## config.mk

```make
export PLATFORM = sky130hd
export DESIGN_NAME = uart_csr_wb
export DESIGN_NICKNAME = d
export VERILOG_FILES = /design/src/rtl/uart_csr_pkg.sv /design/src/rtl/wb_window_gate.sv /design/src/rtl/csr_wb_slave.sv /design/src/rtl/csr_field.sv /design/src/rtl/uart_csr_wb.sv
export SDC_FILE = /design/constraint.sdc
export NUM_CORES = 1
export LEC_CHECK = 0
export BUFFER_PORTS_ARGS = -buffer_cell sky130_fd_sc_hd__clkbuf_2
export CAP_MARGIN = 20
export CORE_AREA = 2 2 89 91
export CTS_BUF_LIST = sky130_fd_sc_hd__clkbuf_16
export CTS_CLUSTER_DIAMETER = 40
export DETAILED_ROUTE_END_ITERATION = 12
export DIE_AREA = 0 0 91 93
export PLACE_DENSITY = 0.85
export SLEW_MARGIN = 20
export SYNTH_ARGS = -nofsm -noshare
export SYNTH_HDL_FRONTEND = slang
export SYNTH_HIERARCHICAL = 1
export SYNTH_SLANG_ARGS = --single-unit
```

## constraint.sdc

```tcl
create_clock -name clk_i -period 5.55 [get_ports clk_i]
set_clock_uncertainty 0.1 [all_clocks]
set_input_delay 0.8325 -clock clk_i [delete_from_list [all_inputs] [get_ports clk_i]]
set_output_delay 0.8325 -clock clk_i [all_outputs]
set_load 0.05 [all_outputs]
```

## src/rtl/uart_csr_pkg.sv

```systemverilog
package uart_csr_pkg;
  localparam int DW        = 32;
  localparam int AW        = 32;
  localparam int LOC_AW    = 5;
  localparam int IDX_W     = LOC_AW - 2;
  localparam int WIN_W     = AW - 8;
  localparam int FREQ_W    = 32;
  localparam int BYTE_W    = 8;

  typedef enum logic [IDX_W-1:0] {
    IDX_FREQ  = 3'd0,
    IDX_RX    = 3'd1,
    IDX_TX    = 3'd2,
    IDX_IRQEN = 3'd3,
    IDX_GO    = 3'd4
  } reg_idx_e;
endpackage

```

## src/rtl/wb_window_gate.sv

```systemverilog
module wb_window_gate #(
  parameter int AW = 32,
  parameter int LOW_W = 8,
  parameter logic [AW-LOW_W-1:0] WINDOW = '0
) (
  input  logic [AW-LOW_W-1:0] adr_hi_i,
  input  logic                cyc_i,
  input  logic                stb_i,
  output logic                req_o
);
  always_comb req_o = cyc_i && stb_i && (adr_hi_i == WINDOW);
endmodule

```

## src/rtl/csr_wb_slave.sv

```systemverilog
module csr_wb_slave #(
  parameter int DW = 32
) (
  input  logic          clk_i,
  input  logic          rst_ni,
  input  logic          req_i,
  input  logic          we_i,
  input  logic [DW-1:0] rd_data_i,
  output logic          wr_stb_o,
  output logic          rd_stb_o,
  output logic          ack_o,
  output logic [DW-1:0] dat_o
);
  logic ack_q;
  logic [DW-1:0] dat_q;
  logic first;

  // a request is served once; the ack clock blocks a second service
  assign first    = req_i && !ack_q;
  assign wr_stb_o = first && we_i;
  assign rd_stb_o = first && !we_i;

  always_ff @(posedge clk_i or negedge rst_ni) begin
    if (!rst_ni) begin
      ack_q <= 1'b0;
      dat_q <= '0;
    end else begin
      ack_q <= first;
      if (rd_stb_o) dat_q <= rd_data_i;
      else if (first) dat_q <= '0;
    end
  end

  assign ack_o = ack_q;
  assign dat_o = dat_q;
endmodule

```

## src/rtl/csr_field.sv

```systemverilog
module csr_field #(
  parameter int W = 8,
  parameter logic [W-1:0] RST = '0,
  parameter bit HW_CLR = 1'b0,
  localparam int LANES = (W + 7) / 8
) (
  input  logic             clk_i,
  input  logic             rst_ni,
  input  logic             we_i,
  input  logic [LANES-1:0] be_i,
  input  logic [W-1:0]     wd_i,
  input  logic             clr_i,
  output logic [W-1:0]     q_o
);
  always_ff @(posedge clk_i or negedge rst_ni) begin
    if (!rst_ni) begin
      q_o <= RST;
    end else begin
      for (int i = 0; i < W; i++) begin
        if (HW_CLR && clr_i) q_o[i] <= 1'b0;   // hardware clear wins
        else if (we_i && be_i[i/8]) q_o[i] <= wd_i[i];
      end
    end
  end
endmodule

```

## src/rtl/uart_csr_wb.sv

```systemverilog
module uart_csr_wb
  import uart_csr_pkg::*;
#(
  parameter logic [WIN_W-1:0] WINDOW = 24'h300000,
  parameter logic [FREQ_W-1:0] FREQ_RST = 32'd1000000
) (
  input  logic              clk_i,
  input  logic              rst_ni,
  input  logic              wb_cyc_i,
  input  logic              wb_stb_i,
  input  logic              wb_we_i,
  input  logic [AW-1:0]     wb_adr_i,
  input  logic [DW-1:0]     wb_dat_i,
  input  logic [DW/8-1:0]   wb_sel_i,
  output logic              wb_ack_o,
  output logic              wb_err_o,
  output logic              wb_rty_o,
  output logic              wb_stall_o,
  output logic [DW-1:0]     wb_dat_o,
  output logic [FREQ_W-1:0] freq_o,
  input  logic [BYTE_W-1:0] rx_byte_i,
  output logic              rx_taken_o,
  output logic [BYTE_W-1:0] tx_byte_o,
  output logic              irq_en_o,
  input  logic              tx_go_clr_i,
  output logic              tx_go_o
);
  logic req, wr_stb, rd_stb;
  logic [IDX_W-1:0] idx;
  logic [DW-1:0] rd_mux;
  logic taken_q;
  logic unused_adr;

  assign idx        = wb_adr_i[LOC_AW-1:2];
  assign unused_adr = ^{wb_adr_i[7:LOC_AW], wb_adr_i[1:0]};

  wb_window_gate #(.AW(AW), .LOW_W(8), .WINDOW(WINDOW)) gate_i (
    .adr_hi_i(wb_adr_i[AW-1:8]), .cyc_i(wb_cyc_i), .stb_i(wb_stb_i), .req_o(req)
  );

  csr_wb_slave #(.DW(DW)) slv_i (
    .clk_i, .rst_ni, .req_i(req), .we_i(wb_we_i), .rd_data_i(rd_mux),
    .wr_stb_o(wr_stb), .rd_stb_o(rd_stb), .ack_o(wb_ack_o), .dat_o(wb_dat_o)
  );

  csr_field #(.W(FREQ_W), .RST(FREQ_RST)) f_freq (
    .clk_i, .rst_ni, .we_i(wr_stb && idx == IDX_FREQ), .be_i(wb_sel_i),
    .wd_i(wb_dat_i[FREQ_W-1:0]), .clr_i(1'b0), .q_o(freq_o)
  );

  csr_field #(.W(BYTE_W), .RST('0)) f_tx (
    .clk_i, .rst_ni, .we_i(wr_stb && idx == IDX_TX), .be_i(wb_sel_i[0]),
    .wd_i(wb_dat_i[BYTE_W-1:0]), .clr_i(1'b0), .q_o(tx_byte_o)
  );

  csr_field #(.W(1), .RST(1'b1)) f_irq (
    .clk_i, .rst_ni, .we_i(wr_stb && idx == IDX_IRQEN), .be_i(wb_sel_i[0]),
    .wd_i(wb_dat_i[0]), .clr_i(1'b0), .q_o(irq_en_o)
  );

  csr_field #(.W(1), .RST(1'b0), .HW_CLR(1'b1)) f_go (
    .clk_i, .rst_ni, .we_i(wr_stb && idx == IDX_GO), .be_i(wb_sel_i[0]),
    .wd_i(wb_dat_i[0]), .clr_i(tx_go_clr_i), .q_o(tx_go_o)
  );

  always_comb begin
    rd_mux = '0;
    case (idx)
      IDX_FREQ:  rd_mux[FREQ_W-1:0] = freq_o;
      IDX_RX:    rd_mux[BYTE_W-1:0] = rx_byte_i;
      IDX_TX:    rd_mux[BYTE_W-1:0] = tx_byte_o;
      IDX_IRQEN: rd_mux[0] = irq_en_o;
      IDX_GO:    rd_mux[0] = tx_go_o;
      default:   rd_mux = '0;
    endcase
  end

  // pulse lines up with the ack clock of the read
  always_ff @(posedge clk_i or negedge rst_ni) begin
    if (!rst_ni) taken_q <= 1'b0;
    else         taken_q <= rd_stb && idx == IDX_RX;
  end

  assign rx_taken_o = taken_q;
  assign wb_err_o   = 1'b0;
  assign wb_rty_o   = 1'b0;
  assign wb_stall_o = 1'b0;
endmodule

```

==> results of run 1 <==
logic make-up after synthesis:
kind of cell           count (synthesis)
buffers and inverters                 16
AOI/OAI and AO/OA                     10
DFF                                   76
other                                  1
muxes                                 82
and+or+nand+nor                      104
state kept, by name, indices dropped and copies added, names as in the netlist:
signal	cells
f_irq/q_o	1
slv_i/ack_o	1
rx_taken_o	1
f_tx/q_o	8
f_freq/q_o	32
f_go/q_o	1
slv_i/dat_o	32
layout make-up:
cell class,count,area [um2]
timing repair buffer,153,771
fill,621,2660
clock buffer,9,225
clock inverter,7,91.3
sequential,76,1910
tap,102,128
multi-input combinational,199,1750
worst max-delay path by stage:
stage / start / end / slack [ns] / depth (start not counted)
after floorplan: wb_adr_i[23] / f_freq/q_o[10] / 2.55 / 9
after global placement: wb_adr_i[23] / f_freq/q_o[29] / 2.50 / 8
after detailed placement: wb_adr_i[2] / f_freq/q_o[28] / 2.42 / 5
after CTS: wb_adr_i[23] / f_freq/q_o[28] / 2.79 / 8
after global routing: wb_adr_i[26] / f_freq/q_o[28] / 2.59 / 9
final: wb_adr_i[23] / f_freq/q_o[28] / 2.80 / 8
power groups by stage:
stage               sequential [mW]  combinational, mW  clock (mW)
global placement              0.564             0.0641           0
finish                        0.555             0.0646       0.607
detailed placement            0.564             0.0659           0
CTS                           0.554             0.0661       0.622
global route                  0.554             0.0723       0.649
floorplan                     0.564             0.0259           0
metal layers:
| metal | wire length [um] | up-vias | part of all wire [%] | GRT usage (%) |
|---|---|---|---|---|
| li1 | - | 1285 | - | - |
| met3 | 445 | 7 | 5.2 | 5.08 |
| met4 | 87 | 0 | 1.0 | 7.20 |
| met1 | 3350 | 1299 | 39 | 24.4 |
| met2 | 4640 | 83 | 54 | 38.8 |
| met5 | 0 | - | 0 | 0 |
synthesized netlist by cell type (all sizes together):
cell type / n / area, um2
or4: 1 / 7.51
nor2: 4 / 15.0
nor2b: 36 / 240
and3: 1 / 6.26
mux2i: 8 / 80.1
mux2: 74 / 938
nor4bb: 1 / 10.0
nor3: 4 / 31.3
nand3: 1 / 5.00
a21oi: 8 / 55.1
a211o: 1 / 8.76
conb: 1 / 3.75
dfstp: 8 / 210
nand4: 2 / 12.5
clkbuf: 3 / 13.8
nor4: 4 / 31.3
buf: 13 / 140
and2: 26 / 163
dfrtp: 68 / 1700
or2: 7 / 43.8
nand2: 17 / 76.3
a21bo: 1 / 10.0
metrics by stage:
stage               setup WS (ns)  area, um2  hold slack (ns)  util [%]
global placement             2.50       4560            0.389      60.5
finish                       2.80       4870            0.409      64.7
floorplan                    2.55       3810            0.437         -
global route                 2.59       4870            0.431      64.7
CTS                          2.79       4870            0.413      64.7
detailed placement           2.42       4560            0.394      60.5
worst reg2reg max path, stage by stage (launching register included):
cell     delay [ns]
dfrtp_1        0.40
nor2b_4        0.14
and2_1         0.19
and2_1         0.31
nand2_2        0.22
mux2_2         0.33
==> flow_summary.json, run 1 <==
{
  "run_status": "finished clean",
  "timing.critical_path.cells": "clkbuf_2 -> or4_1 -> nor4_2 -> nor2b_4 -> and2_1 -> and2_1 -> nand2_2 -> mux2_2",
  "critical_path.slowest_cell": "or4_1",
  "initialDrtViolationCount": 95,
  "layout_commonest_cell": "clkbuf_2",
  "total_internal_power_mw": 0.972,
  "post-place-cells": 530,
  "rows": 32,
  "worstHoldStart": "slv_i/dat_o[12]",
  "ys.warnings.count": 6,
  "synth_top_family_by_area": "multiplexers",
  "grt_first_pass_wirelength_mm": 14.0,
  "boundaryPins": 161,
  "fp.dieH_um": 93,
  "cp.buffers_inverters": 1,
  "vias": 2674,
  "ff2ff_path_depth": 5,
  "cts_inserted_buffers": 9,
  "antennaDiodeCount": 0,
  "cts_resized": 0,
  "cts-hold-fix-buffers": 0,
  "die_width_um": 91,
  "area_growth_syn_to_layout_pct": 28.1,
  "synth.avg_cell_area_um2": 13.2,
  "clock-sinks": 76,
  "timing.hold.worst.class": "reg2reg",
  "timing.max_slew.rel_slack_pct": 36.7,
  "synth_compound_area_share_pct": 1.94,
  "timing_max_transition_violations_final": 0,
  "min_delay_path_depth": 1,
  "detail_route.wl_per_cell_um": 15.6,
  "clk_path_buf_depth": 2,
  "detailedPlacementHpwl_mm": 6.20,
  "initial_core_util_pct": 50.5,
  "timing.final.setup_violations": 0,
  "drc": 0,
  "max_slew.worst_pin.slew_ns": 0.949,
  "grt_setup_unrepaired": "no",
  "routabilityCongestion": 0.770,
  "worst_setup_hold_path_clk_slew_ns": 0.06,
  "seq_power_share_pct": 45.2,
  "crit_family": "simple AND/OR/NAND/NOR gates",
  "vias_per_cell": 4.90,
  "post_synth_and_or_nand_nor_area_fraction_pct": 16.9,
  "critical_path.reg2reg.startpoint": "slv_i/ack_o",
  "timing.max_cap.violations": 0,
  "rrSetupSlack_ns": 3.74,
  "timing.critical_path.slowest_cell_delay_ns": 0.53,
  "port_buffers": 152,
  "final_cell_mix": "clkbuf_2 (151), dfrtp_1 (68), mux2_2 (46), nor2b_1 (34), mux2_4 (28)",
  "grt_start_max_net_pins": 77,
  "worst-path-max-fanout": 8,
  "worst_setup_path_start_kind": "input pin",
  "critical_path_s_most_frequent_cell": "and2_1",
  "clock.fmax_mhz": 363,
  "worst_ep_arrival_time_ns": 2.86,
  "post-cts-setup-buffer-count": 0,
  "post_synth_inst_count": 289,
  "power.net_switching_mw": 0.255,
  "antenna_found_initial": 0,
  "power_density_nw_per_um2": 252,
  "cts_tree": "yes",
  "routed_wire_length_mm": 8.52,
  "finalHoldViolations": 0,
  "synthMuxAreaShare_pct": 26.8,
  "yosysSeqAreaShare_pct": 50.3,
  "worst-setup-path-type": "in2reg",
  "ys_seq_elements": 76,
  "area_of_the_mapped_netlist_um2": 3800,
  "pwr-share-clk_pct": 49.5,
  "coreArea_um2": 7530,
  "track_usage_pct": 21.2,
  "grt_overflow": 0,
  "crit-reg2reg-capture": "f_freq/q_o[28]",
  "power_mw": 1.23,
  "final_layout_size_suffix_gt1_share_pct": 60.4,
  "leakagePower_nw": 2.60,
  "worstHoldEndpoint": "slv_i/dat_o[12]",
  "design.final.nets": 521,
  "comb_power_share_pct": 5.3,
  "h_tree_lvls": 3,
  "switching_fraction_pct": 20.8,
  "post-route-period-util_pct": 49.6,
  "fin_setup_tns_ns": 0,
  "ant_nets": 0,
  "vdd_drop_max_v": 0.000169,
  "worst_setup_path_end_kind": "register",
  "grt_pass1_vias": 2811,
  "area_of_the_die_um2": 8460,
  "synthXorXnorAreaFrac_pct": 0,
  "min_period_ns": 2.75,
  "instances_no_fill": 546,
  "critPathRequiredTime_ns": 5.66,
  "drt-pass1-iter-count": 4,
  "post_synth_fa_ha_maj_area_fraction_pct": 0,
  "yosys.cell_types.count": 34,
  "cts.root.buffer_cell": "clkbuf_16",
  "worstSkewPairLatency_ns": 0.32
}
Note: power is estimated with default switching activity, not from simulation.
==> run 2: changes to the inputs <==
CORE_AREA = 2 2 98 100   (was 2 2 89 91)
DIE_AREA = 0 0 100 102   (was 0 0 91 93)
PLACE_DENSITY = 0.75   (was 0.85)
clock period = 2.5 ns   (was 5.55 ns; I/O delays follow)
==> flow_summary.json, run 2 (same netlist as run 1, synthesis figures left out) <==
{
  "vias_per_cell": 4.84,
  "multi_input_comb_area_um2": 1750,
  "worstSkewPairLatency_ns": 0.32,
  "cts-hold-fix-buffers": 0,
  "power_density_nw_per_um2": 576,
  "finalHoldViolations": 0,
  "worst-setup-path-type": "in2reg",
  "grt_setup_unrepaired": "no",
  "timing.max_slew.rel_slack_pct": 37.2,
  "power.net_switching_mw": 0.587,
  "die_width_um": 100,
  "area_growth_syn_to_layout_pct": 30.5,
  "timing.critical_path.cells": "clkbuf_2 -> nor4_1 -> nand4_1 -> nor4_2 -> nor2b_4 -> and2_1 -> and2_4 -> nand2_2 -> mux2_2",
  "worst_setup_path_end_kind": "register",
  "seq_power_share_pct": 43.1,
  "fp.dieH_um": 102,
  "rows": 35,
  "power_mw": 2.86,
  "timing.final.setup_violations": 0,
  "grt_overflow": 0,
  "vdd_drop_max_v": 0.000309,
  "cts_tree": "yes",
  "cts_inserted_buffers": 9,
  "cp.buffers_inverters": 1,
  "timing.hold.worst.class": "in2async",
  "pwr-share-clk_pct": 51.8,
  "port_buffers": 152,
  "antenna_found_initial": 0,
  "timing.critical_path.slowest_cell_delay_ns": 0.32,
  "grt_start_max_net_pins": 77,
  "initialDrtViolationCount": 62,
  "instances_no_fill": 561,
  "h_tree_lvls": 3,
  "max_slew.worst_pin.slew_ns": 0.941,
  "post-route-period-util_pct": 89.0,
  "timing_max_transition_violations_final": 0,
  "worst-path-max-fanout": 8,
  "leakagePower_nw": 2.65,
  "drc": 0,
  "layout_commonest_cell": "clkbuf_2",
  "design.final.nets": 527,
  "comb_power_share_pct": 5.1,
  "min_period_ns": 2.23,
  "final_layout_size_suffix_gt1_share_pct": 61.1,
  "track_usage_pct": 17.0,
  "cts_resized": 0,
  "area_of_the_die_um2": 10200,
  "grt_pass1_vias": 2795,
  "worst_ep_arrival_time_ns": 2.33,
  "rrSetupSlack_ns": 0.81,
  "drt-pass1-iter-count": 4,
  "count_of_fill_cells_added_during_filler_insertion": 826,
  "clock-sinks": 76,
  "detailedPlacementHpwl_mm": 6.42,
  "critical_path.slowest_cell": "mux2_2",
  "grt_first_pass_wirelength_mm": 13.6,
  "worst_setup_path_start_kind": "input pin",
  "coreArea_um2": 9110,
  "run_status": "finished clean",
  "timing.max_cap.violations": 0,
  "vias": 2717,
  "clk_path_buf_depth": 2,
  "total_internal_power_mw": 2.27,
  "cts.root.buffer_cell": "clkbuf_16",
  "crit_family": "simple AND/OR/NAND/NOR gates",
  "boundaryPins": 161,
  "initial_core_util_pct": 41.8,
  "routed_wire_length_mm": 8.49,
  "ant_nets": 0,
  "worst_setup_hold_path_clk_slew_ns": 0.06,
  "routabilityCongestion": 0.768,
  "critPathRequiredTime_ns": 2.61,
  "detail_route.wl_per_cell_um": 15.1,
  "regArea_um2": 1910,
  "switching_fraction_pct": 20.5,
  "post-cts-setup-buffer-count": 0,
  "final_cell_area_um2": 4960,
  "final_cell_mix": "clkbuf_2 (151), dfrtp_1 (68), mux2_2 (46), nor2b_1 (34), mux2_4 (28)",
  "placedInstanceArea_um2": 4610,
  "post-place-cells": 545,
  "antennaDiodeCount": 0,
  "clock.fmax_mhz": 449
}
## run 2: cell count changes in the layout (fill, tap and decap cells not counted), sizes merged
cell / change
buf: +6
clkinv: -2
bufinv: +1
inv: +1
## run 2: through the flow
step	utilization [%]	hold WS, ns	worst slack (ns)	TNS, ns
after floorplan	-	-0.0206	0.0449	0
after global placement	50.7	0.394	0.0143	0
after detailed placement	50.7	0.395	-0.0747	-1.49
after CTS	54.5	0.0891	0.257	0
after global routing	54.5	0.0898	0.202	0
final	54.5	0.0982	0.275	0
## run 2: layout make-up
| cell class | count | share of cell area [%] |
|---|---|---|
| Timing Repair Buffer | 159 | 16.4 |
| Multi-Input combinational cell | 199 | 35.2 |
| Sequential cell | 76 | 38.5 |
| Tap cell | 111 | 2.80 |
| Clock inverter | 7 | 2.50 |
| Clock buffer | 9 | 4.54 |
## run 2: final timing paths
path,from,to,depth (start not counted)
hold reg to reg,slv_i/dat_o[31],slv_i/dat_o[31],1
setup / recovery,wb_adr_i[10],f_freq/q_o[7],9
setup reg to reg,slv_i/ack_o,f_freq/q_o[7],5
hold / removal,rst_ni,slv_i/dat_o[14],1
min in group clk_i,tx_go_clr_i,f_go/q_o,2
max in group asynchronous,rst_ni,f_freq/q_o[2],1
## run 2: layer usage
metal / up-vias / share of wire (%) / track usage (%)
met4: 0 / 0.98 / 4.74
met3: 6 / 5.1 / 3.63
li1: 1298 / - / -
met1: 1324 / 41 / 20.3
met2: 89 / 53 / 31.3
met5: - / 0 / 0
## run 2: worst reg2reg max path, cell delays in order, from the launching register on
cell	delay (ns)
dfrtp_1	0.41
nor2b_4	0.12
and2_1	0.23
and2_4	0.23
nand2_2	0.17
mux2_2	0.32
## run 2: power groups by stage
| stage | sequential [mW] | combinational [mW] | clock (mW) |
|---|---|---|---|
| after floorplan | 1.25 | 0.0576 | 0 |
| after global placement | 1.25 | 0.147 | 0 |
| after detailed placement | 1.25 | 0.150 | 0 |
| after CTS | 1.23 | 0.151 | 1.53 |
| after global routing | 1.23 | 0.165 | 1.58 |
| final | 1.23 | 0.147 | 1.48 |
